<file path="src/rtl/adc_trig_pkg.sv">
package adc_trig_pkg;

    localparam int SEL_W   = 4;
    localparam int CFG_W   = SEL_W + 1;
    localparam int N_CODES = 1 << SEL_W;

    typedef enum logic [1:0] {
        CV_IDLE   = 2'd0,
        CV_LAUNCH = 2'd1,
        CV_BUSY   = 2'd2
    } conv_state_t;

    typedef enum logic {
        RL_OPEN = 1'b0,
        RL_HELD = 1'b1
    } latch_state_t;

endpackage

</file>
<file path="src/rtl/adc_trig_select.sv">
module adc_trig_select
    import adc_trig_pkg::*;
#(
    parameter int N_FLAG = 6,
    parameter int N_SYNC = 3,
    parameter int N_CMP  = 4
) (
    input  logic              clk,
    input  logic              rst_n,
    input  logic [SEL_W-1:0]  sel,
    input  logic [N_FLAG-1:0] evt_flag,
    input  logic [N_SYNC-1:0] sync_pulse,
    input  logic [N_CMP-1:0]  cmp_out,
    input  logic              conv_done,
    output logic              trig
);

    localparam int N_LVL     = N_FLAG + N_CMP;
    localparam int SYNC_BASE = 1 + N_FLAG;
    localparam int CMP_BASE  = SYNC_BASE + N_SYNC;
    localparam int LAST_CODE = CMP_BASE + N_CMP - 1;

    logic [N_LVL-1:0]   lvl;
    logic [N_LVL-1:0]   lvl_q;
    logic [N_LVL-1:0]   rise;
    logic               done_q;
    logic [N_CODES-1:0] code_hit;

    // Each flag source keeps its own history, so retargeting the
    // select code never creates an edge.
    assign lvl  = {cmp_out, evt_flag};
    assign rise = lvl & ~lvl_q;

    always_ff @(posedge clk or negedge rst_n) begin
        if (!rst_n) begin
            lvl_q  <= '0;
            done_q <= 1'b0;
        end else begin
            lvl_q  <= lvl;
            done_q <= conv_done;
        end
    end

    for (genvar c = 0; c < N_CODES; c++) begin : g_code
        if (c == 0) begin : g_free
            assign code_hit[c] = done_q;
        end else if (c < SYNC_BASE) begin : g_flag
            assign code_hit[c] = rise[c-1];
        end else if (c < CMP_BASE) begin : g_sync
            assign code_hit[c] = sync_pulse[c-SYNC_BASE];
        end else if (c <= LAST_CODE) begin : g_cmp
            assign code_hit[c] = rise[N_FLAG + c - CMP_BASE];
        end else begin : g_rsvd
            assign code_hit[c] = 1'b0;
        end
    end

    assign trig = code_hit[sel];

endmodule

</file>
<file path="src/rtl/adc_conv_fsm.sv">
module adc_conv_fsm
    import adc_trig_pkg::*;
(
    input  logic clk,
    input  logic rst_n,
    input  logic sw_start,
    input  logic auto_en,
    input  logic trig,
    input  logic conv_done,
    output logic conv_start,
    output logic busy
);

    conv_state_t state_q;
    conv_state_t state_d;
    logic        req;

    assign req = sw_start | (auto_en & trig);

    always_ff @(posedge clk or negedge rst_n) begin
        if (!rst_n) state_q <= CV_IDLE;
        else        state_q <= state_d;
    end

    always_comb begin
        state_d = state_q;
        unique case (state_q)
            CV_IDLE:   if (req) state_d = CV_LAUNCH;
            CV_LAUNCH: state_d = conv_done ? CV_IDLE : CV_BUSY;
            CV_BUSY:   if (conv_done) state_d = CV_IDLE;
            default:   state_d = CV_IDLE;
        endcase
    end

    always_comb begin
        conv_start = 1'b0;
        busy       = 1'b1;
        unique case (state_q)
            CV_IDLE:   busy = 1'b0;
            CV_LAUNCH: conv_start = 1'b1;
            CV_BUSY:   conv_start = 1'b0;
            default:   busy = 1'b0;
        endcase
    end

endmodule

</file>
<file path="src/rtl/adc_result_latch.sv">
module adc_result_latch
    import adc_trig_pkg::*;
#(
    parameter int RES_W = 10
) (
    input  logic             clk,
    input  logic             rst_n,
    input  logic             conv_done,
    input  logic [RES_W-1:0] conv_data,
    input  logic             rd_lo,
    input  logic             rd_hi,
    output logic [7:0]       res_lo,
    output logic [7:0]       res_hi,
    output logic             locked
);

    localparam int HI_W = RES_W - 8;

    latch_state_t     state_q;
    latch_state_t     state_d;
    logic [RES_W-1:0] data_q;
    logic             capture;

    always_ff @(posedge clk or negedge rst_n) begin
        if (!rst_n) state_q <= RL_OPEN;
        else        state_q <= state_d;
    end

    always_comb begin
        state_d = state_q;
        unique case (state_q)
            RL_OPEN: if (rd_lo) state_d = RL_HELD;
            RL_HELD: if (rd_hi) state_d = RL_OPEN;
            default: state_d = RL_OPEN;
        endcase
    end

    always_comb begin
        capture = 1'b0;
        locked  = 1'b0;
        unique case (state_q)
            RL_OPEN: capture = conv_done & ~rd_lo;
            RL_HELD: locked  = 1'b1;
            default: capture = 1'b0;
        endcase
    end

    always_ff @(posedge clk or negedge rst_n) begin
        if (!rst_n)       data_q <= '0;
        else if (capture) data_q <= conv_data;
    end

    assign res_lo = data_q[7:0];
    assign res_hi = {{(8-HI_W){1'b0}}, data_q[RES_W-1:8]};

endmodule

</file>
<file path="src/rtl/adc_trig_ctrl.sv">
module adc_trig_ctrl
    import adc_trig_pkg::*;
#(
    parameter int N_FLAG = 6,
    parameter int N_SYNC = 3,
    parameter int N_CMP  = 4,
    parameter int RES_W  = 10
) (
    input  logic              clk,
    input  logic              rst_n,
    input  logic              cfg_wr,
    input  logic [CFG_W-1:0]  cfg_wdata,
    output logic [CFG_W-1:0]  cfg_rdata,
    input  logic              auto_en,
    input  logic              sw_start,
    input  logic [N_FLAG-1:0] evt_flag,
    input  logic [N_SYNC-1:0] sync_pulse,
    input  logic [N_CMP-1:0]  cmp_out,
    input  logic              conv_done,
    input  logic [RES_W-1:0]  conv_data,
    output logic              conv_start,
    output logic              conv_busy,
    input  logic              rd_lo,
    input  logic              rd_hi,
    output logic [7:0]        res_lo,
    output logic [7:0]        res_hi
);

    logic [SEL_W-1:0] sel_q;
    logic             trig;
    logic             res_locked;
    logic             cfg_rsvd_unused;

    // Reserved configuration bit: never stored, reads back as zero.
    assign cfg_rsvd_unused = cfg_wdata[CFG_W-1];

    always_ff @(posedge clk or negedge rst_n) begin
        if (!rst_n)      sel_q <= '0;
        else if (cfg_wr) sel_q <= cfg_wdata[SEL_W-1:0];
    end

    assign cfg_rdata = {1'b0, sel_q};

    adc_trig_select #(
        .N_FLAG (N_FLAG),
        .N_SYNC (N_SYNC),
        .N_CMP  (N_CMP)
    ) u_select (
        .clk        (clk),
        .rst_n      (rst_n),
        .sel        (sel_q),
        .evt_flag   (evt_flag),
        .sync_pulse (sync_pulse),
        .cmp_out    (cmp_out),
        .conv_done  (conv_done),
        .trig       (trig)
    );

    adc_conv_fsm u_fsm (
        .clk        (clk),
        .rst_n      (rst_n),
        .sw_start   (sw_start),
        .auto_en    (auto_en),
        .trig       (trig),
        .conv_done  (conv_done),
        .conv_start (conv_start),
        .busy       (conv_busy)
    );

    adc_result_latch #(
        .RES_W (RES_W)
    ) u_latch (
        .clk       (clk),
        .rst_n     (rst_n),
        .conv_done (conv_done),
        .conv_data (conv_data),
        .rd_lo     (rd_lo),
        .rd_hi     (rd_hi),
        .res_lo    (res_lo),
        .res_hi    (res_hi),
        .locked    (res_locked)
    );

endmodule

</file>
<file path="config.mk">
export PLATFORM = sky130hd
export DESIGN_NAME = adc_trig_ctrl
export DESIGN_NICKNAME = d
export VERILOG_FILES = /design/src/rtl/adc_trig_pkg.sv /design/src/rtl/adc_trig_select.sv /design/src/rtl/adc_conv_fsm.sv /design/src/rtl/adc_result_latch.sv /design/src/rtl/adc_trig_ctrl.sv
export SDC_FILE = /design/constraint.sdc
export NUM_CORES = 1
export LEC_CHECK = 0
export BUFFER_PORTS_ARGS = -buffer_cell sky130_fd_sc_hd__buf_2
export CAP_MARGIN = 10
export CORE_UTILIZATION = 45
export DETAILED_ROUTE_END_ITERATION = 8
export PLACE_DENSITY = 0.9
export SKIP_CTS_REPAIR_TIMING = 1
export SYNTH_ARGS = -nofsm -noshare
export SYNTH_HDL_FRONTEND = slang
export SYNTH_SLANG_ARGS = --single-unit
</file>
<file path="constraint.sdc">
create_clock -name clk -period 2 [get_ports clk]
set_input_delay 0 -clock clk [delete_from_list [all_inputs] [get_ports clk]]
set_output_delay 0 -clock clk [all_outputs]
set_load 0.005 [all_outputs]
</file>
# Word level (Yosys, flattened, before mapping)
# Cells that the tools add are included.
# classes
bitwise_logic	7
order_cmp	1
n_shift	0
eq_ne	4
reduce_logical	3
n_div	0
n_mux	12
multipliers	0
addsub	0
# ops
operator	count
$and 10x10->10	1
$not 10->10	1
$mux 1	6
$mux 2	3
$pmux 2 s3	1
$lt 4x5->1 const B	1
$bmux 1 s4	1
$and 1x1->1	2
$eq 2x1->1 const B	1
$eq 2x2->1 const B	1
$logic_not 2->1	1
$ne 2x1->1 const B	1
$ne 2x2->1 const B	1
$not 1->1	2
$pmux 1 s2	1
$reduce_and 2->1	1
$reduce_or 2->1	1
$or 1x1->1	1
# word_totals
romBits	0
register_bits	28
memories	0
latch_bits	0
input_bits	36
ram_bits	0
elab_cells	33

# Longest topological paths before layout
# logic_depth
depth_word	8
mapped_depth	6
depth_no_buf	5

# Hierarchy
# A second synthesis with hierarchy kept.
# hier_totals
cells_unflattened	96
hier_area_um2	1244.9
# modules_own_cells
mod	area_each_um2	n_inst	cells_each
adc_result_latch	469.2	1	32
adc_trig_select	459.2	1	39
adc_conv_fsm	160.2	1	15
adc_trig_ctrl	156.4	1	10

# Worst setup path before layout
# OpenSTA, ideal clock, no wires.
# synth_path
path_kind	register -> register
startpoint	reg sel_q[0]
endpoint	reg u_fsm.state_q[1]
path_buffers	1
stages_incl_launch_ff	6
arrival_time_ns	1.635
required_ns	1.872
setup_slack_ns	0.237
period_less_slack_ns	1.763
path_cell_list	dfrtp_1 -> buf_6 -> a211o_1 -> a311o_2 -> a21oi_1 -> mux2_1
# synth_between
elab_chain_cells	6
# synth_rtl
item	line_no	source
from (decl)	adc_trig_ctrl.sv:29	logic [SEL_W-1:0] sel_q;
from (signal assigned)	adc_trig_ctrl.sv:39	else if (cfg_wr) sel_q <= cfg_wdata[SEL_W-1:0];
$bmux 1 s4	adc_trig_select.sv:58	assign trig = code_hit[sel];
$mux 1 (implied by the code)	adc_trig_select.sv:58	
$and 1x1->1	adc_conv_fsm.sv:18	assign req = sw_start | (auto_en & trig);
$or 1x1->1	adc_conv_fsm.sv:18	
$ne 2x1->1 (no source line)	-	
$reduce_and 2->1 (no source line)	-	
to (signal assigned)	adc_conv_fsm.sv:22	else state_q <= state_d;
to (decl)	adc_conv_fsm.sv:14	conv_state_t state_q;
# Every way passes these cells. The select of a mux whose other input is x is not followed.
# A chain may end at the register's enable or synchronous reset.

# Worst setup path after layout
# Ends and elaborated chain as after synthesis.

==> results.md <==
* Status: completed
* Post-Synth XOR/XNOR Area at 0%
* Share of cells above drive strength 1 at 40.9%
* Core Area at 0.00254 sq mm
* Pwr per Cell Area at 830 mW/mm^2
* Crit end category: register
* Complex-gate fraction of the synthesized area at 9.21%
* Tot Pwr at 1570 uW
* Distinct cell type count of the synthesized netlist at 34
* Detailed placement HPWL at 1990 um
* Placed Area at 0.00151 sq mm
* Post-synth EDFFs at 0
* Gpl congestion at 0.720
* 1st-pass router iterations at 4
* Final Slew Violations at 0
* Mapped cell area at 0.00125 sq mm
* Antenna cells at 0
* Via count at 1038
* Sink Count at 28
* I/O Buffers at 50
* Lkg Pwr at 0.000906 uW
* Clk_skew at 0.00664 ns
* H-tree levels at 1
* Largest net degree at the start of global routing at 29
* CTS Buffer Depth at 2
* Worst skew pair latency at 0.33 ns
* RSZ-0062 raised after global routing: false
* CTS tree: built
* Sequential cell area fraction in the yosys report at 56.1%
* Synthesized instance count at 95
* Synth Area in Adders at 3.00%
* Root Buffer: clkbuf_4
* Die area at 0.00299 sq mm
* Row cnt at 18
* Initial DRC Count at 7
* WP data required at 2.22 ns
* Setup TNS at 0 ns
* Post-Synth Simple-Gate Area at 11.4%
* TritonCTS buffer count at 3
* Ys flop type: dfrtp_1
* Synthesis-stage register bit count at 28
* Synthesis-to-finish area growth at 50.9%
* Clock slew at reported path FFs at 0.14 ns
* Net count reported at finish at 221
* Crit path max fanout at 11
* Via density per instance at 4.92
* Crit path launch type: register
* Initial antenna violation count at 0
* Hold Path Class: input port to register
* Max cap viols at 0
* Initial Util at 49.1%
* Global-route wire length before repair at 4000 um
* Rel. slew slack at 60.3%
* Syn avg cell area at 13.2 sq um
* Fmax at 534 MHz
* Worst reg-to-reg setup slack at 0.13 ns
* Peak VDD IR at 0.612 mV
* YS warnings at 0
* Critical Path AT at 2.09 ns
* Largest family of logic cells by synthesized area: multiplexers
* Mux contribution to synthesized area at 13.4%
* Num ports at 59
* Final Setup Violations at 0
* Drt drc at 0
* Post-DR wirelength/cell at 13.9 um
* Final hold vios at 0
* DRT Wirelength at 2930 um
* Kind of critical path: register to register
* Vias in the first global route at 908
* Total track usage at 19.0%
* Hold Slack at 0.0138 ns
* ANT nets after route at 0
* Die W at 54.7 um
* Design Area, Final at 0.00189 sq mm
* Most common cell after layout, fill and taps aside: buf_2
* Tmin final at 1.87 ns
* Die H at 54.7 um
* Ys async rst share at 100%
* Gr ovfl total at 0
* Commonest non-fill, non-tap cells in the layout: buf_2, dlygate4sd3_1, dfrtp_1, mux2_2, conb_1
* Final cycle utilization of the critical path at 93.6%
* Worst-Margin Slew at 0.595 ns
## sequential cells by signal, summed over array words and instances (netlist names)
signal           count
u_select.done_q      1
sel_q                4
u_latch.data_q      10
u_select.lvl_q      10
u_latch.state_q      1
u_fsm.state_q        2
## synthesized netlist by cell type (3+ instances only)
library cell / number / share of area [%]
ha_1: 3 / 3.0
nor2_1: 3 / 0.90
dfrtp_1: 28 / 56
nor2b_1: 3 / 1.5
mux2_2: 10 / 9.0
inv_1: 4 / 1.2
mux2_1: 4 / 3.6
buf_4: 7 / 4.2
a21oi_1: 3 / 1.2
## cells by family after synthesis
family	count (synthesis)
adders and majority gates	3
other	1
DFF	28
AOI/OAI and AO/OA	15
buffers and inverters	13
and+or+nand+nor	20
muxes	15
## where the power goes
group | switching, uW | total, uW | leakage [uW] | internal, uW
sequential | 74.6 | 742 | 0.000329 | 667
clock | 162 | 365 | 0.0000279 | 203
combinational | 190 | 459 | 0.000549 | 268
total | 427 | 1570 | 0.000906 | 1140
## per-stage QoR
step                      util (%)  setup slack [ns]  cells
after floorplan                  -             0.237    101
after global placement        59.4             0.158    175
after detailed placement      59.4            0.0793    175
after CTS                     61.5            0.0552    179
after global routing          74.1            0.0502    211
final                         74.1             0.128    211
## area by class of cell
cell class / count / area [sq um]
Fill cell: 173 / 659
Multi-Input combinational cell: 60 / 489
Sequential cell: 28 / 702
Clock inverter: 1 / 30.0
Timing Repair Buffer: 84 / 586
Clock buffer: 3 / 22.5
Inverter: 5 / 18.8
Tap cell: 30 / 37.5
## path summary, 6_finish.rpt
| path | startpoint | cells after the start | to |
|---|---|---|---|
| setup / recovery | sel_q[0]$_DFFE_PN0P_ | 6 | u_fsm.state_q[1]$_DFFE_PN0P_ |
| hold / removal | cfg_wr | 2 | sel_q[1]$_DFFE_PN0P_ |
| setup reg to reg | sel_q[0]$_DFFE_PN0P_ | 6 | u_fsm.state_q[1]$_DFFE_PN0P_ |
| hold reg to reg | u_latch.data_q[0]$_DFFE_PN0P_ | 1 | u_latch.data_q[0]$_DFFE_PN0P_ |
| max in group asynchronous | rst_n | 2 | sel_q[0]$_DFFE_PN0P_ |
| min in group asynchronous | rst_n | 2 | u_latch.data_q[7]$_DFFE_PN0P_ |
## routing by layer
layer	track usage, %	part of all wire (%)	vias to the layer above
met4	2.56	1.1	0
met1	23.2	42	501
met2	35.1	53	35
li1	-	-	497
met5	0	0	-
met3	3.33	4.2	5
## worst max-delay path: stages, from the launching register on
cell	delay [ns]
dfrtp_2	0.51
buf_4	0.18
nand3b_1	0.08
o311ai_0	0.15
a311o_2	0.37
a21oi_1	0.14
mux2_1	0.34
No activity file was read; power rests on OpenSTA's default activity.
